## src/rtl/joy_pkg.sv

```systemverilog
package joy_pkg;
  localparam int N_AXES = 4;
  localparam int SEL_W  = $clog2(N_AXES);
  localparam int DIV_W  = 8;

  localparam logic [2:0] OFS_TRIG = 3'd0;
  localparam logic [2:0] OFS_CFG  = 3'd1;
  localparam logic [2:0] OFS_VAL  = 3'd2;
  localparam logic [2:0] OFS_HW   = 3'd4;

  // rate code -> clocks per counter tick
  function automatic logic [DIV_W-1:0] rate_div(input logic [1:0] code);
    case (code)
      2'b00:   rate_div = 8'd1;
      2'b10:   rate_div = 8'd2;
      2'b01:   rate_div = 8'd20;
      default: rate_div = 8'd200;
    endcase
  endfunction
endpackage

```

## src/rtl/joy_prescaler.sv

```systemverilog
module joy_prescaler import joy_pkg::*; (
  input  logic       clk,
  input  logic       rst_n,
  input  logic       restart,
  input  logic [1:0] rate,
  output logic       tick
);
  logic [DIV_W-1:0] pc;
  logic [DIV_W-1:0] div;

  assign div  = rate_div(rate);
  assign tick = (pc >= div - 1'b1);

  always_ff @(posedge clk or negedge rst_n) begin
    if (!rst_n)       pc <= '0;
    else if (restart) pc <= '0;
    else if (tick)    pc <= '0;
    else              pc <= pc + 1'b1;
  end

  // above full rate, two ticks never fall in back-to-back cycles
  a_r6_tick_spacing: assert property (@(posedge clk) disable iff (!rst_n)
    (tick && rate != 2'b00 && !restart) |=> (!tick || rate == 2'b00));
endmodule

```

## src/rtl/joy_axis_ctr.sv

```systemverilog
module joy_axis_ctr #(
  parameter int VAL_W = 16
) (
  input  logic             clk,
  input  logic             rst_n,
  input  logic             start,
  input  logic             enable,
  input  logic             tick,
  input  logic             cmp,
  output logic [VAL_W-1:0] value,
  output logic             running
);
  localparam logic [VAL_W-1:0] VMAX = '1;

  logic at_max;
  assign at_max = (value == VMAX);

  always_ff @(posedge clk or negedge rst_n) begin
    if (!rst_n) begin
      value   <= '0;
      running <= 1'b0;
    end else if (start) begin
      if (enable) begin
        value   <= '0;
        running <= 1'b1;
      end
    end else if (running) begin
      if (cmp)
        running <= 1'b0;
      else if (tick) begin
        if (at_max) running <= 1'b0;
        else        value <= value + 1'b1;
      end
    end
  end

  // an enabled axis restarts from zero
  a_r4_clear_on_start: assert property (@(posedge clk) disable iff (!rst_n)
    (start && enable) |=> (value == '0));
  // a saturated count never wraps
  a_r5_no_wrap: assert property (@(posedge clk) disable iff (!rst_n)
    (at_max && !start) |=> at_max);
endmodule

```

## src/rtl/joy_axis_timer.sv

```systemverilog
module joy_axis_timer import joy_pkg::*; #(
  parameter int VAL_W     = 16,
  parameter int LATCH_GAP = 3_200_000
) (
  input  logic             clk,
  input  logic             rst_n,
  input  logic             wr_en,
  input  logic             rd_en,
  input  logic [2:0]       addr,
  input  logic [7:0]       wdata,
  output logic [VAL_W-1:0] rdata,
  input  logic [3:0]       cmp_in,
  input  logic [3:0]       btn_in,
  output logic             ready,
  output logic             irq,
  output logic             legacy_en
);
  localparam int GAP_W = $clog2(LATCH_GAP + 1);

  logic [N_AXES-1:0] ax_en;
  logic [SEL_W-1:0]  sel;
  logic              cont_en;
  logic              irq_en;
  logic [1:0]        rate;
  logic [GAP_W-1:0]  gap_cnt;
  logic              meas_active;

  logic wr_trig, wr_cfg, wr_val, wr_hw, rd_cfg;
  logic auto_start, start, tick, any_run, done_evt, trig_irq;
  logic [N_AXES-1:0] run;
  logic [VAL_W-1:0]  val [N_AXES];

  assign wr_trig = wr_en && addr == OFS_TRIG;
  assign wr_cfg  = wr_en && addr == OFS_CFG;
  assign wr_val  = wr_en && addr == OFS_VAL;
  assign wr_hw   = wr_en && addr == OFS_HW;
  assign rd_cfg  = rd_en && addr == OFS_CFG;

  assign auto_start = cont_en && (gap_cnt == GAP_W'(LATCH_GAP - 1));
  assign start      = wr_val || auto_start;
  assign any_run    = |run;
  assign done_evt   = meas_active && !any_run && !start;
  assign trig_irq   = wr_trig && (|ax_en) && irq_en;

  joy_prescaler u_pre (
    .clk(clk), .rst_n(rst_n), .restart(start), .rate(rate), .tick(tick)
  );

  for (genvar g = 0; g < N_AXES; g++) begin : g_axis
    joy_axis_ctr #(.VAL_W(VAL_W)) u_ctr (
      .clk(clk), .rst_n(rst_n), .start(start), .enable(ax_en[g]),
      .tick(tick), .cmp(cmp_in[g]), .value(val[g]), .running(run[g])
    );
  end

  // configuration registers
  always_ff @(posedge clk or negedge rst_n) begin
    if (!rst_n) begin
      ax_en     <= '0;
      sel       <= '0;
      cont_en   <= 1'b0;
      irq_en    <= 1'b0;
      rate      <= 2'b00;
      legacy_en <= 1'b0;
    end else begin
      if (wr_cfg) begin
        ax_en   <= wdata[3:0];
        sel     <= wdata[5:4];
        cont_en <= wdata[6];
      end
      if (wr_hw) begin
        irq_en    <= wdata[0];
        rate      <= wdata[2:1];
        legacy_en <= wdata[3];
      end
    end
  end

  // continuous-mode restart interval
  always_ff @(posedge clk or negedge rst_n) begin
    if (!rst_n)                gap_cnt <= '0;
    else if (!cont_en || start) gap_cnt <= '0;
    else                        gap_cnt <= gap_cnt + 1'b1;
  end

  // completion tracking, ready flag and interrupt
  always_ff @(posedge clk or negedge rst_n) begin
    if (!rst_n) begin
      meas_active <= 1'b0;
      ready       <= 1'b0;
      irq         <= 1'b0;
    end else begin
      if (start) begin
        meas_active <= 1'b1;
        ready       <= 1'b0;
      end else if (done_evt) begin
        meas_active <= 1'b0;
        ready       <= 1'b1;
      end
      if ((done_evt && irq_en) || trig_irq) irq <= 1'b1;
      else if (wr_val || rd_cfg)            irq <= 1'b0;
    end
  end

  always_comb begin
    rdata = '0;
    case (addr)
      OFS_TRIG: rdata[3:0] = btn_in;
      OFS_CFG:  rdata[7:0] = {ready, cont_en, sel, ax_en};
      OFS_VAL:  rdata      = val[sel];
      OFS_HW:   rdata[3:0] = {legacy_en, rate, irq_en};
      default:  rdata      = '0;
    endcase
  end

  // ready never shows while a counter still runs
  a_r7_ready_idle: assert property (@(posedge clk) disable iff (!rst_n)
    ready |-> !any_run);
  // a start drops ready
  a_r7_start_clears: assert property (@(posedge clk) disable iff (!rst_n)
    start |=> !ready);
  // a value write leaves irq low
  a_r8_val_wr_clears: assert property (@(posedge clk) disable iff (!rst_n)
    wr_val |=> !irq);
endmodule

```

## config.mk

```make
export PLATFORM = sky130hd
export DESIGN_NAME = joy_axis_timer
export DESIGN_NICKNAME = d
export VERILOG_FILES = /design/src/rtl/joy_pkg.sv /design/src/rtl/joy_prescaler.sv /design/src/rtl/joy_axis_ctr.sv /design/src/rtl/joy_axis_timer.sv
export SDC_FILE = /design/constraint.sdc
export NUM_CORES = 1
export LEC_CHECK = 0
export CAP_MARGIN = 20
export CELL_PAD_IN_SITES_DETAIL_PLACEMENT = 1
export CELL_PAD_IN_SITES_GLOBAL_PLACEMENT = 2
export CORE_UTILIZATION = 41
export CTS_CLUSTER_SIZE = 24
export DETAILED_ROUTE_END_ITERATION = 16
export PLACE_DENSITY_LB_ADDON = 0.1
export SLEW_MARGIN = 20
export SYNTH_ARGS = -nofsm -noshare
export SYNTH_HDL_FRONTEND = slang
export SYNTH_HIERARCHICAL = 1
export SYNTH_SLANG_ARGS = --single-unit
```

## constraint.sdc

```tcl
create_clock -name clk -period 8.9 [get_ports clk]
set_clock_uncertainty 0.05 [all_clocks]
set_input_delay 1.335 -clock clk [delete_from_list [all_inputs] [get_ports clk]]
set_output_delay 1.335 -clock clk [all_outputs]
set_load 0.02 [all_outputs]
```

==> metrics <==
met3 Resource Use GR=0.0360; final WL=20.0 mm; static leakage=3.19 nW; largest net degree at the start of global routing=63; worst reg-to-reg path cell count=10; Crit path arrival time=3.39 ns; r2r startpoint=rate[0]; CTS tree=built; met2 usage=0.404; Seq/Total Area, Yosys=0.400; Fill cells=approximately 1900; Worst R2R End=g_axis[2].u_ctr/value[5]; clk_lat worst skew=roughly 0.36 ns; largest family of logic cells by synthesized area=simple AND/OR/NAND/NOR gates; Core Region=approximately 17000 sq um; multiplexer share of the synthesized area=0.0806; DR pass1 iterations=5; top cells by area, synth=dfrtp_1 40%, nand3_1 6.4%, mux4_2 5.1%; YS warnings=6; Pwr per Cell Area=157 nW/um^2; Synth area leader=dfrtp_1; design area=7870 sq um; Finished Layout Cells=1001; vias in the first global route=6197; MaxCap Viol Count=0; number of clock sinks=112; DR WL/cell=19.9 um; Post-CTS Setup Inserts=0; register bit total from synthesis=112; first-pass GRT wire length=32.8 mm; Post-Synthesis Cell Area=7000 sq um; relative slew slack=0.282; DP HPWL=approximately 15 mm; RSZ-0062 raised after global routing=no; Hold/Removal Path Class=register to register; clock buffer depth=2; ratio of cells with drive above 1 in the final layout=0.115; Synth Flop Type=dfrtp_1; top cell type's share of synthesized area=0.400; Resized cells post-CTS=0; CP endpoint=rdata[2]; Port-buffer cells=40; final worst-path cycle share=0.536; compound-cell area share of the yosys netlist=0.134; Setup TNS=0 ns; Die Y-Extent=133 um; Post-Place Cells=985; peak supply drop=roughly 0.11 mV; DP Area=7570 sq um; CTS H-tree depth=3; detailed-route DRC error count=0; Fin. Hold Viols=0; Area Overhead vs Synth=12.4%; CTS hold repair buffers=0; Root Buffer=clkbuf_16; area share of and/or/nand/nor cells after synthesis=0.295; Initial Util=0.421; gr ovfl total=0; busiest grt layer=met2; initial antenna violation count=1; CTS Buf Count=9; Netlist cell types=63; CP Launch Point=addr[2]; Total GRT Usage=0.238; IO Pins=42; Clock transition at path regs=0.08 ns; Slew Viols, Final=0; R2R setup slack=roughly 5.3 ns; Post-synth EDFFs=0; post-route ant nets=0; worst hold slack=roughly 0.42 ns; Worst Tran Pin Value=about 1.1 ns; Antenna Cells=0; Final nets=approximately 810; vias per inst=5.98; Setup violations, final=0; Post-synth ARST share=1.00; Gate Count Post-Synth=749; outcome=completed; met1 Usage GRT=0.314; GPL Wtd Cong=between 0.8 and 0.9; WS Path Type=input port to output port; detailed-route via count=~6000; post-synthesis xor/xnor area fraction=0.0325; PnR Total Power=approximately 1.2 mW; die area=17600 sq um; Core Rows=47; CP Launch Type=input port; Adder-Cell Fraction of Synth Area=0.0250; Max Fclk=0.209 GHz; Period minus WS final=4.77 ns; Critical Path Sink Type=output port; 1st-iter DRT viols=279; Req. time, crit path=about 7.5 ns; CP max FO=13; Mean Syn Cell Area=9.35 sq um; chip width=133 um
==> cell usage in the layout (no fill, tap or decap), types with 6 or more instances in the layout <==
cell type	instances
a31oi_1	12
mux2i_1	8
mux4_2	16
inv_1	21
mux2_2	11
nand3_1	89
xnor2_1	7
nor2b_1	11
nand2_1	67
and2_1	11
and4_1	9
nor3_1	9
o211ai_1	6
dfrtp_1	112
or4_1	7
ha_1	14
clkdlybuf4s50_1	39
nand2b_1	6
o21ai_0	39
nand4_1	14
or3_1	29
xor2_1	19
or2_2	6
nor2_1	62
a21oi_1	24
clkbuf_16	9
and3_1	6
==> where the power goes <==
part	leakage (nW)	internal [mW]	total [mW]	switching, mW
sequential	1.53	0.547	0.617	0.0704
combinational	1.53	0.104	0.222	0.119
clock	0.132	0.193	0.397	0.204
total	3.19	0.843	1.24	0.393
==> final cells by class <==
cell class | count | area [sq um] | share of cell area
Inverter | 21 | 78.8 | 0.0100
Tap cell | 220 | 275 | 0.0350
Sequential cell | 112 | 2800 | 0.356
Clock inverter | 7 | 55.1 | 0.00699
Multi-Input combinational cell | 588 | 4010 | 0.509
Clock buffer | 9 | 225 | 0.0286
Timing Repair Buffer | 44 | 428 | 0.0544
==> flip-flops by register name, summed over array words and instances (netlist names) <==
register              flops
g_axis.u_ctr/value       64
gap_cnt                  22
u_pre/pc                  8
ax_en                     4
g_axis.u_ctr/running      4
rate                      2
sel                       2
cont_en                   1
irq                       1
irq_en                    1
legacy_en                 1
meas_active               1
ready                     1
==> cell usage after synthesis (6+ instances only) <==
cell type / count
and4_1: 9
nand3_1: 89
and2_1: 11
nor2_1: 62
mux2_2: 11
xnor2_1: 7
xor2_1: 19
ha_1: 14
clkbuf_1: 19
dfrtp_1: 112
o21ai_1: 8
mux4_2: 16
and3_1: 6
a21oi_1: 26
nand2_1: 67
nand4_1: 14
or2_2: 6
or3_1: 29
mux2i_1: 8
inv_1: 21
or4_1: 7
nand2b_1: 6
o211ai_1: 6
a31oi_1: 12
nor2b_1: 11
o21ai_0: 39
nor3_1: 9
==> worst min-delay path by stage <==
stage | to | depth (start not counted) | start
2_1_floorplan | gap_cnt[0] | 1 | gap_cnt[0]
3_3_place_gp | gap_cnt[0] | 1 | gap_cnt[0]
3_5_place_dp | gap_cnt[0] | 1 | gap_cnt[0]
4_1_cts | gap_cnt[0] | 1 | gap_cnt[0]
5_1_grt | gap_cnt[0] | 1 | gap_cnt[0]
6_report | gap_cnt[0] | 1 | gap_cnt[0]
==> routing by layer <==
metal  vias to the layer above  wire [um]
met1                      3051       9100
li1                       2836          -
met4                         0        361
met5                         -          0
met2                        73       9840
met3                        24        651
==> kinds of logic after synthesis <==
| kind of cell | Yosys count |
|---|---|
| compound gates | 142 |
| xor+xnor | 26 |
| fa+ha+maj | 14 |
| buf+inv | 50 |
| flops | 112 |
| mux | 35 |
| other cells | 1 |
| simple gates | 369 |
==> per-stage QoR <==
stage / utilization / worst slack (ns)
final: 0.473 / 4.13
after global routing: 0.473 / 3.97
after CTS: 0.472 / 4.12
after detailed placement: 0.455 / 4.07
after global placement: 0.455 / 4.15
after floorplan: - / 5.09
==> critical path, stage by stage <==
cell,delay [ns]
clkdlybuf4s50_1,0.69
nor2b_1,0.39
a21oi_1,0.12
o21ai_0,0.22
clkdlybuf4s50_1,0.65
Note: power is estimated with default switching activity, not from simulation.
